==> config.mk <==
export PLATFORM = sky130hd
export DESIGN_NAME = pipe_ctrl
export DESIGN_NICKNAME = d
export VERILOG_FILES = /design/src/rtl/pipe_ctrl_pkg.sv /design/src/rtl/pc_ctrl_hazard.sv /design/src/rtl/pc_ctrl_branch.sv /design/src/rtl/pc_ctrl_stages.sv /design/src/rtl/pipe_ctrl.sv
export SDC_FILE = /design/constraint.sdc
export NUM_CORES = 1
export LEC_CHECK = 0
export BUFFER_PORTS_ARGS = -buffer_cell sky130_fd_sc_hd__buf_2
export CAP_MARGIN = 40
export CORE_MARGIN = 2
export CORE_UTILIZATION = 47
export CTS_CLUSTER_DIAMETER = 40
export CTS_CLUSTER_SIZE = 24
export DETAILED_ROUTE_END_ITERATION = 10
export GPL_TIMING_DRIVEN = 1
export PLACE_DENSITY = 0.82
export SYNTH_ARGS = -nofsm -noshare
export SYNTH_HDL_FRONTEND = slang
export SYNTH_HIERARCHICAL = 1
export SYNTH_SLANG_ARGS = --single-unit
==> constraint.sdc <==
create_clock -name clk -period 3.5 [get_ports clk]
set_clock_uncertainty 0.15 [all_clocks]
set_input_delay 0.7 -clock clk [delete_from_list [all_inputs] [get_ports clk]]
set_output_delay 0.7 -clock clk [all_outputs]
set_load 0.005 [all_outputs]
==> src/rtl/pipe_ctrl_pkg.sv <==
package pipe_ctrl_pkg;

  localparam int REG_W = 5;
  localparam int CLS_W = 3;

  typedef enum logic [CLS_W-1:0] {
    CL_NOP    = 3'd0,
    CL_ALU    = 3'd1,
    CL_LOAD   = 3'd2,
    CL_STORE  = 3'd3,
    CL_BRANCH = 3'd4
  } iclass_e;

  typedef enum logic [1:0] {
    PCS_SEQ    = 2'd0,
    PCS_HOLD   = 2'd1,
    PCS_TARGET = 2'd2
  } pc_sel_e;

  typedef struct packed {
    iclass_e          cls;
    logic [REG_W-1:0] src1;
    logic [REG_W-1:0] src2;
    logic             use1;
    logic             use2;
    logic [REG_W-1:0] dest;
    logic             wen;
  } ctl_rec_t;

  // An empty slot: no class, no reads, no write.
  function automatic ctl_rec_t empty_rec();
    ctl_rec_t r;
    r = '0;
    return r;
  endfunction

  // True when the record really reads register x.
  function automatic logic reads_reg(ctl_rec_t r, logic [REG_W-1:0] x);
    return (r.cls != CL_NOP) &&
           ((r.use1 && (r.src1 == x)) || (r.use2 && (r.src2 == x)));
  endfunction

  // True when the record produces a value a consumer could wait on.
  function automatic logic makes_value(ctl_rec_t r);
    return r.wen && (r.dest != '0);
  endfunction

endpackage

==> src/rtl/pc_ctrl_hazard.sv <==
module pc_ctrl_hazard
  import pipe_ctrl_pkg::*;
(
  input  ctl_rec_t rd_rec,
  input  iclass_e  alu_cls,
  input  logic [REG_W-1:0] alu_dest,
  input  logic     alu_wen,
  output logic     load_use_o
);

  ctl_rec_t alu_view;
  logic     alu_is_load;

  always_comb begin
    alu_view      = empty_rec();
    alu_view.cls  = alu_cls;
    alu_view.dest = alu_dest;
    alu_view.wen  = alu_wen;
  end

  assign alu_is_load = (alu_cls == CL_LOAD);
  assign load_use_o  = alu_is_load && makes_value(alu_view) &&
                       reads_reg(rd_rec, alu_dest);

endmodule

==> src/rtl/pc_ctrl_branch.sv <==
module pc_ctrl_branch
  import pipe_ctrl_pkg::*;
#(
  parameter int PC_W    = 32,
  parameter int PC_STEP = 4
) (
  input  iclass_e         alu_cls,
  input  logic            br_taken,
  input  logic            load_use,
  input  logic [PC_W-1:0] pc_cur,
  input  logic [PC_W-1:0] br_target,
  output logic            taken_o,
  output pc_sel_e         pc_sel_o,
  output logic [PC_W-1:0] pc_next_o
);

  localparam logic [PC_W-1:0] STEP_V = PC_W'(PC_STEP);

  function automatic logic [PC_W-1:0] seq_pc(logic [PC_W-1:0] pc);
    return pc + STEP_V;
  endfunction

  function automatic logic [PC_W-1:0] pick_pc(pc_sel_e s, logic [PC_W-1:0] pc,
                                               logic [PC_W-1:0] tgt);
    case (s)
      PCS_HOLD:   return pc;
      PCS_TARGET: return tgt;
      default:    return seq_pc(pc);
    endcase
  endfunction

  assign taken_o = (alu_cls == CL_BRANCH) && br_taken;

  // Redirect wins over hold: the held RD instruction is then the delay slot.
  always_comb begin
    if (taken_o)       pc_sel_o = PCS_TARGET;
    else if (load_use) pc_sel_o = PCS_HOLD;
    else               pc_sel_o = PCS_SEQ;
  end

  assign pc_next_o = pick_pc(pc_sel_o, pc_cur, br_target);

endmodule

==> src/rtl/pc_ctrl_stages.sv <==
module pc_ctrl_stages
  import pipe_ctrl_pkg::*;
(
  input  logic     clk,
  input  logic     rst_n,
  input  ctl_rec_t in_rec,
  input  logic     hold_front,
  input  logic     squash_fetch,
  output ctl_rec_t rd_q,
  output ctl_rec_t alu_q,
  output iclass_e  mem_cls_o
);

  ctl_rec_t mem_q;
  ctl_rec_t rd_n;
  ctl_rec_t alu_n;

  always_comb begin
    if (hold_front)        rd_n = rd_q;
    else if (squash_fetch) rd_n = empty_rec();
    else                   rd_n = in_rec;
    alu_n = hold_front ? empty_rec() : rd_q;
  end

  always_ff @(posedge clk or negedge rst_n) begin
    if (!rst_n) begin
      rd_q  <= empty_rec();
      alu_q <= empty_rec();
      mem_q <= empty_rec();
    end else begin
      rd_q  <= rd_n;
      alu_q <= alu_n;
      mem_q <= alu_q;
    end
  end

  assign mem_cls_o = mem_q.cls;

  assert_bubble_clean_R3: assert property (@(posedge clk) disable iff (!rst_n)
    hold_front |=> (alu_q.cls == CL_NOP) && !alu_q.wen);

  assert_squash_empty_R6: assert property (@(posedge clk) disable iff (!rst_n)
    (squash_fetch && !hold_front) |=> (rd_q.cls == CL_NOP) && !rd_q.wen);

  assert_mem_follows_R8: assert property (@(posedge clk) disable iff (!rst_n)
    1'b1 |=> mem_q == $past(alu_q));

endmodule

==> src/rtl/pipe_ctrl.sv <==
module pipe_ctrl
  import pipe_ctrl_pkg::*;
#(
  parameter int PC_W    = 32,
  parameter int PC_STEP = 4
) (
  input  logic            clk,
  input  logic            rst_n,
  input  logic [2:0]      in_cls,
  input  logic [4:0]      in_src1,
  input  logic [4:0]      in_src2,
  input  logic            in_use1,
  input  logic            in_use2,
  input  logic [4:0]      in_dest,
  input  logic            in_wen,
  input  logic            br_taken,
  input  logic [PC_W-1:0] br_target,
  input  logic [PC_W-1:0] pc_cur,
  output logic [1:0]      pc_sel_o,
  output logic [PC_W-1:0] pc_next_o,
  output logic            front_stall_o,
  output logic            alu_bubble_o,
  output logic            fetch_squash_o,
  output logic [2:0]      rd_cls_o,
  output logic [2:0]      alu_cls_o,
  output logic [2:0]      mem_cls_o
);

  ctl_rec_t in_rec;
  ctl_rec_t rd_q;
  ctl_rec_t alu_q;
  iclass_e  mem_cls;
  logic     load_use;
  logic     taken;
  pc_sel_e  pc_sel;

  always_comb begin
    in_rec      = empty_rec();
    in_rec.cls  = iclass_e'(in_cls);
    in_rec.src1 = in_src1;
    in_rec.src2 = in_src2;
    in_rec.use1 = in_use1;
    in_rec.use2 = in_use2;
    in_rec.dest = in_dest;
    in_rec.wen  = in_wen;
  end

  pc_ctrl_hazard u_hazard (
    .rd_rec     (rd_q),
    .alu_cls    (alu_q.cls),
    .alu_dest   (alu_q.dest),
    .alu_wen    (alu_q.wen),
    .load_use_o (load_use)
  );

  pc_ctrl_branch #(.PC_W(PC_W), .PC_STEP(PC_STEP)) u_branch (
    .alu_cls   (alu_q.cls),
    .br_taken  (br_taken),
    .load_use  (load_use),
    .pc_cur    (pc_cur),
    .br_target (br_target),
    .taken_o   (taken),
    .pc_sel_o  (pc_sel),
    .pc_next_o (pc_next_o)
  );

  pc_ctrl_stages u_stages (
    .clk          (clk),
    .rst_n        (rst_n),
    .in_rec       (in_rec),
    .hold_front   (load_use),
    .squash_fetch (taken),
    .rd_q         (rd_q),
    .alu_q        (alu_q),
    .mem_cls_o    (mem_cls)
  );

  assign pc_sel_o       = pc_sel;
  assign front_stall_o  = load_use;
  assign alu_bubble_o   = load_use;
  assign fetch_squash_o = taken;
  assign rd_cls_o       = rd_q.cls;
  assign alu_cls_o      = alu_q.cls;
  assign mem_cls_o      = mem_cls;

  assert_hazards_exclusive_R2: assert property (@(posedge clk) disable iff (!rst_n)
    $onehot0({load_use, taken}));

  assert_single_stall_R3: assert property (@(posedge clk) disable iff (!rst_n)
    load_use |=> !load_use);

  assert_rd_held_R3: assert property (@(posedge clk) disable iff (!rst_n)
    load_use |=> rd_q == $past(rd_q));

  assert_slot_advances_R6: assert property (@(posedge clk) disable iff (!rst_n)
    (taken && !load_use) |=> alu_q == $past(rd_q));

  assert_redirect_target_R5: assert property (@(posedge clk) disable iff (!rst_n)
    (pc_sel == PCS_TARGET) |-> (pc_next_o == br_target) && fetch_squash_o);

endmodule

Word-level counts from Yosys, hierarchy flattened --
Cells that the tools add are included.
Word-level totals: bits in registers 33, input bits 88, output and inout port bits 46, word-level logic and storage cells 33
Cells by class: add/subtract/negate cells 1, equal/unequal tests 6, mux-type cells 5, reductions and logical operators 10
Operators with widths (number):
- $pmux W32 S2 | 1
- $mux W21 | 2
- $add A32 B3 Y32 const B | 1
- $eq A5 B5 Y1 | 2
- $logic_and A1 B1 Y1 | 7
- $reduce_bool A5 Y1 | 1
- $eq A3 B2 Y1 const B | 1
- $eq A3 B3 Y1 const B | 1
- $reduce_bool A3 Y1 | 1
- $eq A2 B1 Y1 const B | 1
- $eq A2 B2 Y1 const B | 1
- $mux W2 | 1
- $logic_or A1 B1 Y1 | 1
- $mux W1 | 1

Logic depth before layout (Yosys ltp) --
depth after elaboration 9, depth in mapped cells 10, mapped depth without buffers 9

Cells and area by module --
The synthesis kept the hierarchy.
By module, submodules not included:
- pc_ctrl_stages | times used 1, cells an instance 132, area an instance 1609.0 um2
- pc_ctrl_branch | times used 1, cells an instance 161, area an instance 1013.5 um2
- pc_ctrl_hazard | times used 1, cells an instance 20, area an instance 148.9 um2
- pipe_ctrl | times used 1, cells an instance 1, area an instance 7.5 um2

Worst setup path after synthesis --
OpenSTA, ideal clock, no wires.
path type register to output, start register u_stages/alu_q[1] (netlist name), end output pc_next_o[15], arrival time 2362 ps, data required time 2650 ps, path slack 288 ps, cell stages (with the launch flop) 11, buffers on the path 1, cells stage by stage dfrtp_1 xor2_1 nor4_2 nand3_1 a21oi_1 nand3b_1 or2_1 clkbuf_1 nor3_1 xnor2_1 o21ai_0
Between the ends: word-level cells in the longest chain between the ends 9, elaborated cells between the ends (all ways) 15
Ends and longest elaborated chain:
- $eq A5 B5 Y1 | line pipe_ctrl_pkg.sv:40 | ((r.use1 && (r.src1 == x)) || (r.use2 && (r.src2 == x)));
- $logic_and A1 B1 Y1 | line pipe_ctrl_pkg.sv:40
- $logic_or A1 B1 Y1 | line pipe_ctrl_pkg.sv:40
- $logic_and A1 B1 Y1 | line pipe_ctrl_pkg.sv:39 | return (r.cls != CL_NOP) &&
- $logic_and A1 B1 Y1 * | line pc_ctrl_hazard.sv:22 | assign load_use_o = alu_is_load && makes_value(alu_view) &&
- net alu_bubble_o | line pipe_ctrl.sv:22 | output logic alu_bubble_o,
- $mux W1 * | line pc_ctrl_branch.sv:37 | else if (load_use) pc_sel_o = PCS_HOLD;
- $mux W2 * | line pc_ctrl_branch.sv:36 | if (taken_o) pc_sel_o = PCS_TARGET;
- $eq A2 B2 Y1 / $eq A2 B1 Y1 (equally long branches) | line pc_ctrl_branch.sv:25 | case (s)
- $pmux W32 S2 * | line pc_ctrl_branch.sv:25
- to (decl) | line pipe_ctrl.sv:20 | output logic [PC_W-1:0] pc_next_o,
The timed path passes the listed nets; every way through them passes the cells marked *.

Worst setup path in the final report --
start register u_stages/alu_q[2] (netlist name), end output pc_next_o[15]
Between the ends: word-level cells in the longest chain between the ends 9, elaborated cells between the ends (all ways) 15
Ends and longest elaborated chain (line):
- $eq A5 B5 Y1 | pipe_ctrl_pkg.sv:40
- $logic_and A1 B1 Y1 | pipe_ctrl_pkg.sv:40
- $logic_or A1 B1 Y1 | pipe_ctrl_pkg.sv:40
- $logic_and A1 B1 Y1 | pipe_ctrl_pkg.sv:39
- $logic_and A1 B1 Y1 * | pc_ctrl_hazard.sv:22
- $mux W1 * | pc_ctrl_branch.sv:37
- $mux W2 * | pc_ctrl_branch.sv:36
- $eq A2 B2 Y1 / $eq A2 B1 Y1 (equally long branches) | pc_ctrl_branch.sv:25
- $pmux W32 S2 * | pc_ctrl_branch.sv:25
Every way passes the cells marked *; elsewhere a longest branch is shown, timed or not.

==> results.sh <==
export IMPL_area_delta_synth_final_pct=39.1
export IMPL_antenna_cells=0
export IMPL_die_y_um=75.5
export IMPL_grt_usage=0.212
export IMPL_fin_crit_sh=0.981
export IMPL_drc=0
export IMPL_antenna_found_initial=0
export IMPL_wire_per_inst_um=12.9
export IMPL_ctsHtreeMaxLevel=2
export IMPL_crit_fanout=6
export IMPL_placed_area_mm2=0.00311
export IMPL_grt_pass1_wl_um=9260
export IMPL_slew_violations=0
export IMPL_avgSynthCellArea_um2=8.29
export IMPL_clock_sinks=33
export IMPL_outcome="finished clean"
export IMPL_grt_max_degree=64
export IMPL_final_layout_size_suffix_gt1_frac=0.421
export IMPL_ir_worst_vdd_v=0.000177
export IMPL_pin_count=134
export IMPL_die_w_um=75.5
export IMPL_clkLatencyLatePin_ns=0.29
export IMPL_hold_ws_ns=0.298
export IMPL_start_util=0.480
export IMPL_ctsHoldBuffers=0
export IMPL_grt_setup_unrepaired="true"
export IMPL_viasPerCell=5.08
export IMPL_fin_area_mm2=0.00334
export IMPL_seq_area_um2=827
export IMPL_globalRouteOverflowTotal=0
export IMPL_nNetsFinal=506
export IMPL_path_class="flip-flop to output port"
export IMPL_coreArea_mm2=0.00501
export IMPL_crit_path_top_delay_cell="or4_4"
export IMPL_cts_buffers=5
export IMPL_crit_family="simple AND/OR/NAND/NOR gates"
export IMPL_clkTransAtPathRegs_ns=0.07
export IMPL_totalPowerFinal_uw=1010
export IMPL_crit_path_max_incr_delay_ns=0.56
export IMPL_dpl_hpwl_um=4880
export IMPL_gp_congestion=0.842
export IMPL_finalSetupTns_ns=0
export IMPL_multi_input_area_mm2=0.00156
export IMPL_fillers=436
export IMPL_die_area_mm2=0.00570
export IMPL_vias=2479
export IMPL_max_cap_violations=0
export IMPL_arrival_ns=2.58
export IMPL_worst_slew_pin_transition_ns=0.692
export IMPL_ys_warn_count=6
export IMPL_fmax_ghz=0.291
export IMPL_pwr_density_cell_mw_per_mm2=303
export IMPL_slew_headroom=0.539
export IMPL_drt_iter0_drc=89
export IMPL_hold_violations=0
export IMPL_row_count=26
export IMPL_path_cells="or4_4 > o21ai_4 > a21oi_4 > nand3b_1 > or2_4 > nor3_4 > xnor2_1 > o21ai_0 > buf_2"
export IMPL_dp_cells=477
export IMPL_hold_path_class="input pin to asynchronous set/reset pin"
export IMPL_worst_setup_path_start_kind="flip-flop"
export IMPL_synth_cells=290
export IMPL_clockRootBuffer="clkbuf_8"
export IMPL_drt_first_pass_iters=4
export IMPL_cellLeakagePower_uw=0.00151
export IMPL_required_ns=2.65
export IMPL_synthesis_area_mm2=0.00240
export IMPL_clock_path_buffers=2
export IMPL_cts_tree="yes"
export IMPL_worst_path_buf_inv=1
export IMPL_final_antenna_net_count=0
export IMPL_period_needed_ns=3.43
export IMPL_portBuffers=133
export IMPL_endpoint_kind="output port"
export IMPL_routed_wl_um=6320
export IMPL_grt_pass1_vias=2227
export IMPL_stdcell_count=488
export IMPL_setup_viol=0
export IMPL_syn_num_nets=379
metrics by stage:
stage	util	worst slack, ns
after floorplan	-	0.288
after global placement	0.620	0.222
after detailed placement	0.620	0.184
after CTS	0.649	0.00863
after global routing	0.667	-0.0509
final	0.667	0.0662
timing repair:
action                                  in CTS  in global routing
buffers inserted                             0                  3
pin swaps                                    1                  7
gates resized for setup                      6                 20
endpoints found under the setup margin      11                 18
power by group:
part           switching [uW]  leakage [uW]  internal, uW
logic                     106       0.00106           111
clock network             136     0.0000574           231
registers                20.8      0.000389           407
total                     263       0.00151           749
registers in the layout (all words and copies together), names as in the netlist:
name and flops:
u_stages/rd_q 21, u_stages/mem_cls_o 3, u_stages/alu_q 9
final cells by class:
cell class / instances / area share
sequential: 33 / 0.247
clock buffer: 6 / 0.0247
tap: 70 / 0.0262
clock inverter: 2 / 0.0112
inverter: 4 / 0.00449
timing repair buffer: 140 / 0.220
multi-input combinational: 233 / 0.466
per-layer routing:
metal / routed length, um / global-route usage
met3: 406 / 0.0489
met4: 121 / 0.105
met2: 3260 / 0.358
met1: 2540 / 0.254
met5: 0 / 0
path summary, 6_finish.rpt:
check,start,endpoint,slack (ns),cells past startpoint
max in group asynchronous,rst_n,u_stages/alu_q[1],2.42,1
worst max-delay path,u_stages/alu_q[2],pc_next_o[15],0.07,9
worst min register to register,u_stages/alu_q[19],u_stages/mem_cls_o[1],0.31,0
worst min-delay path,rst_n,u_stages/rd_q[4],0.30,1
worst max register to register,u_stages/alu_q[1],u_stages/rd_q[18],1.32,7
min in group clk,u_stages/alu_q[19],u_stages/mem_cls_o[1],0.31,0
worst register-to-register path: stages (launching register included):
cell and delay [ns]:
dfrtp_2 0.45, xor2_1 0.18, nor4_2 0.28, nand3_1 0.16, a21oi_4 0.19, clkbuf_8 0.34, nor2_2 0.11, a22o_1 0.20
placed cells by master, fill, tap and decap left out, types with 4 or more instances in the layout:
cell type and count:
o21ai_1 30, buf_4 5, nand2b_1 18, clkbuf_8 7
buf_2 133, nand3_1 7, nor4_4 4, nor3_2 6
xnor2_1 16, nand2_1 53, dfrtp_1 32, nor2b_1 11
inv_1 4, xor2_1 23, nand4_1 11, o21ai_0 17
Note: power is estimated with default switching activity, not from simulation.
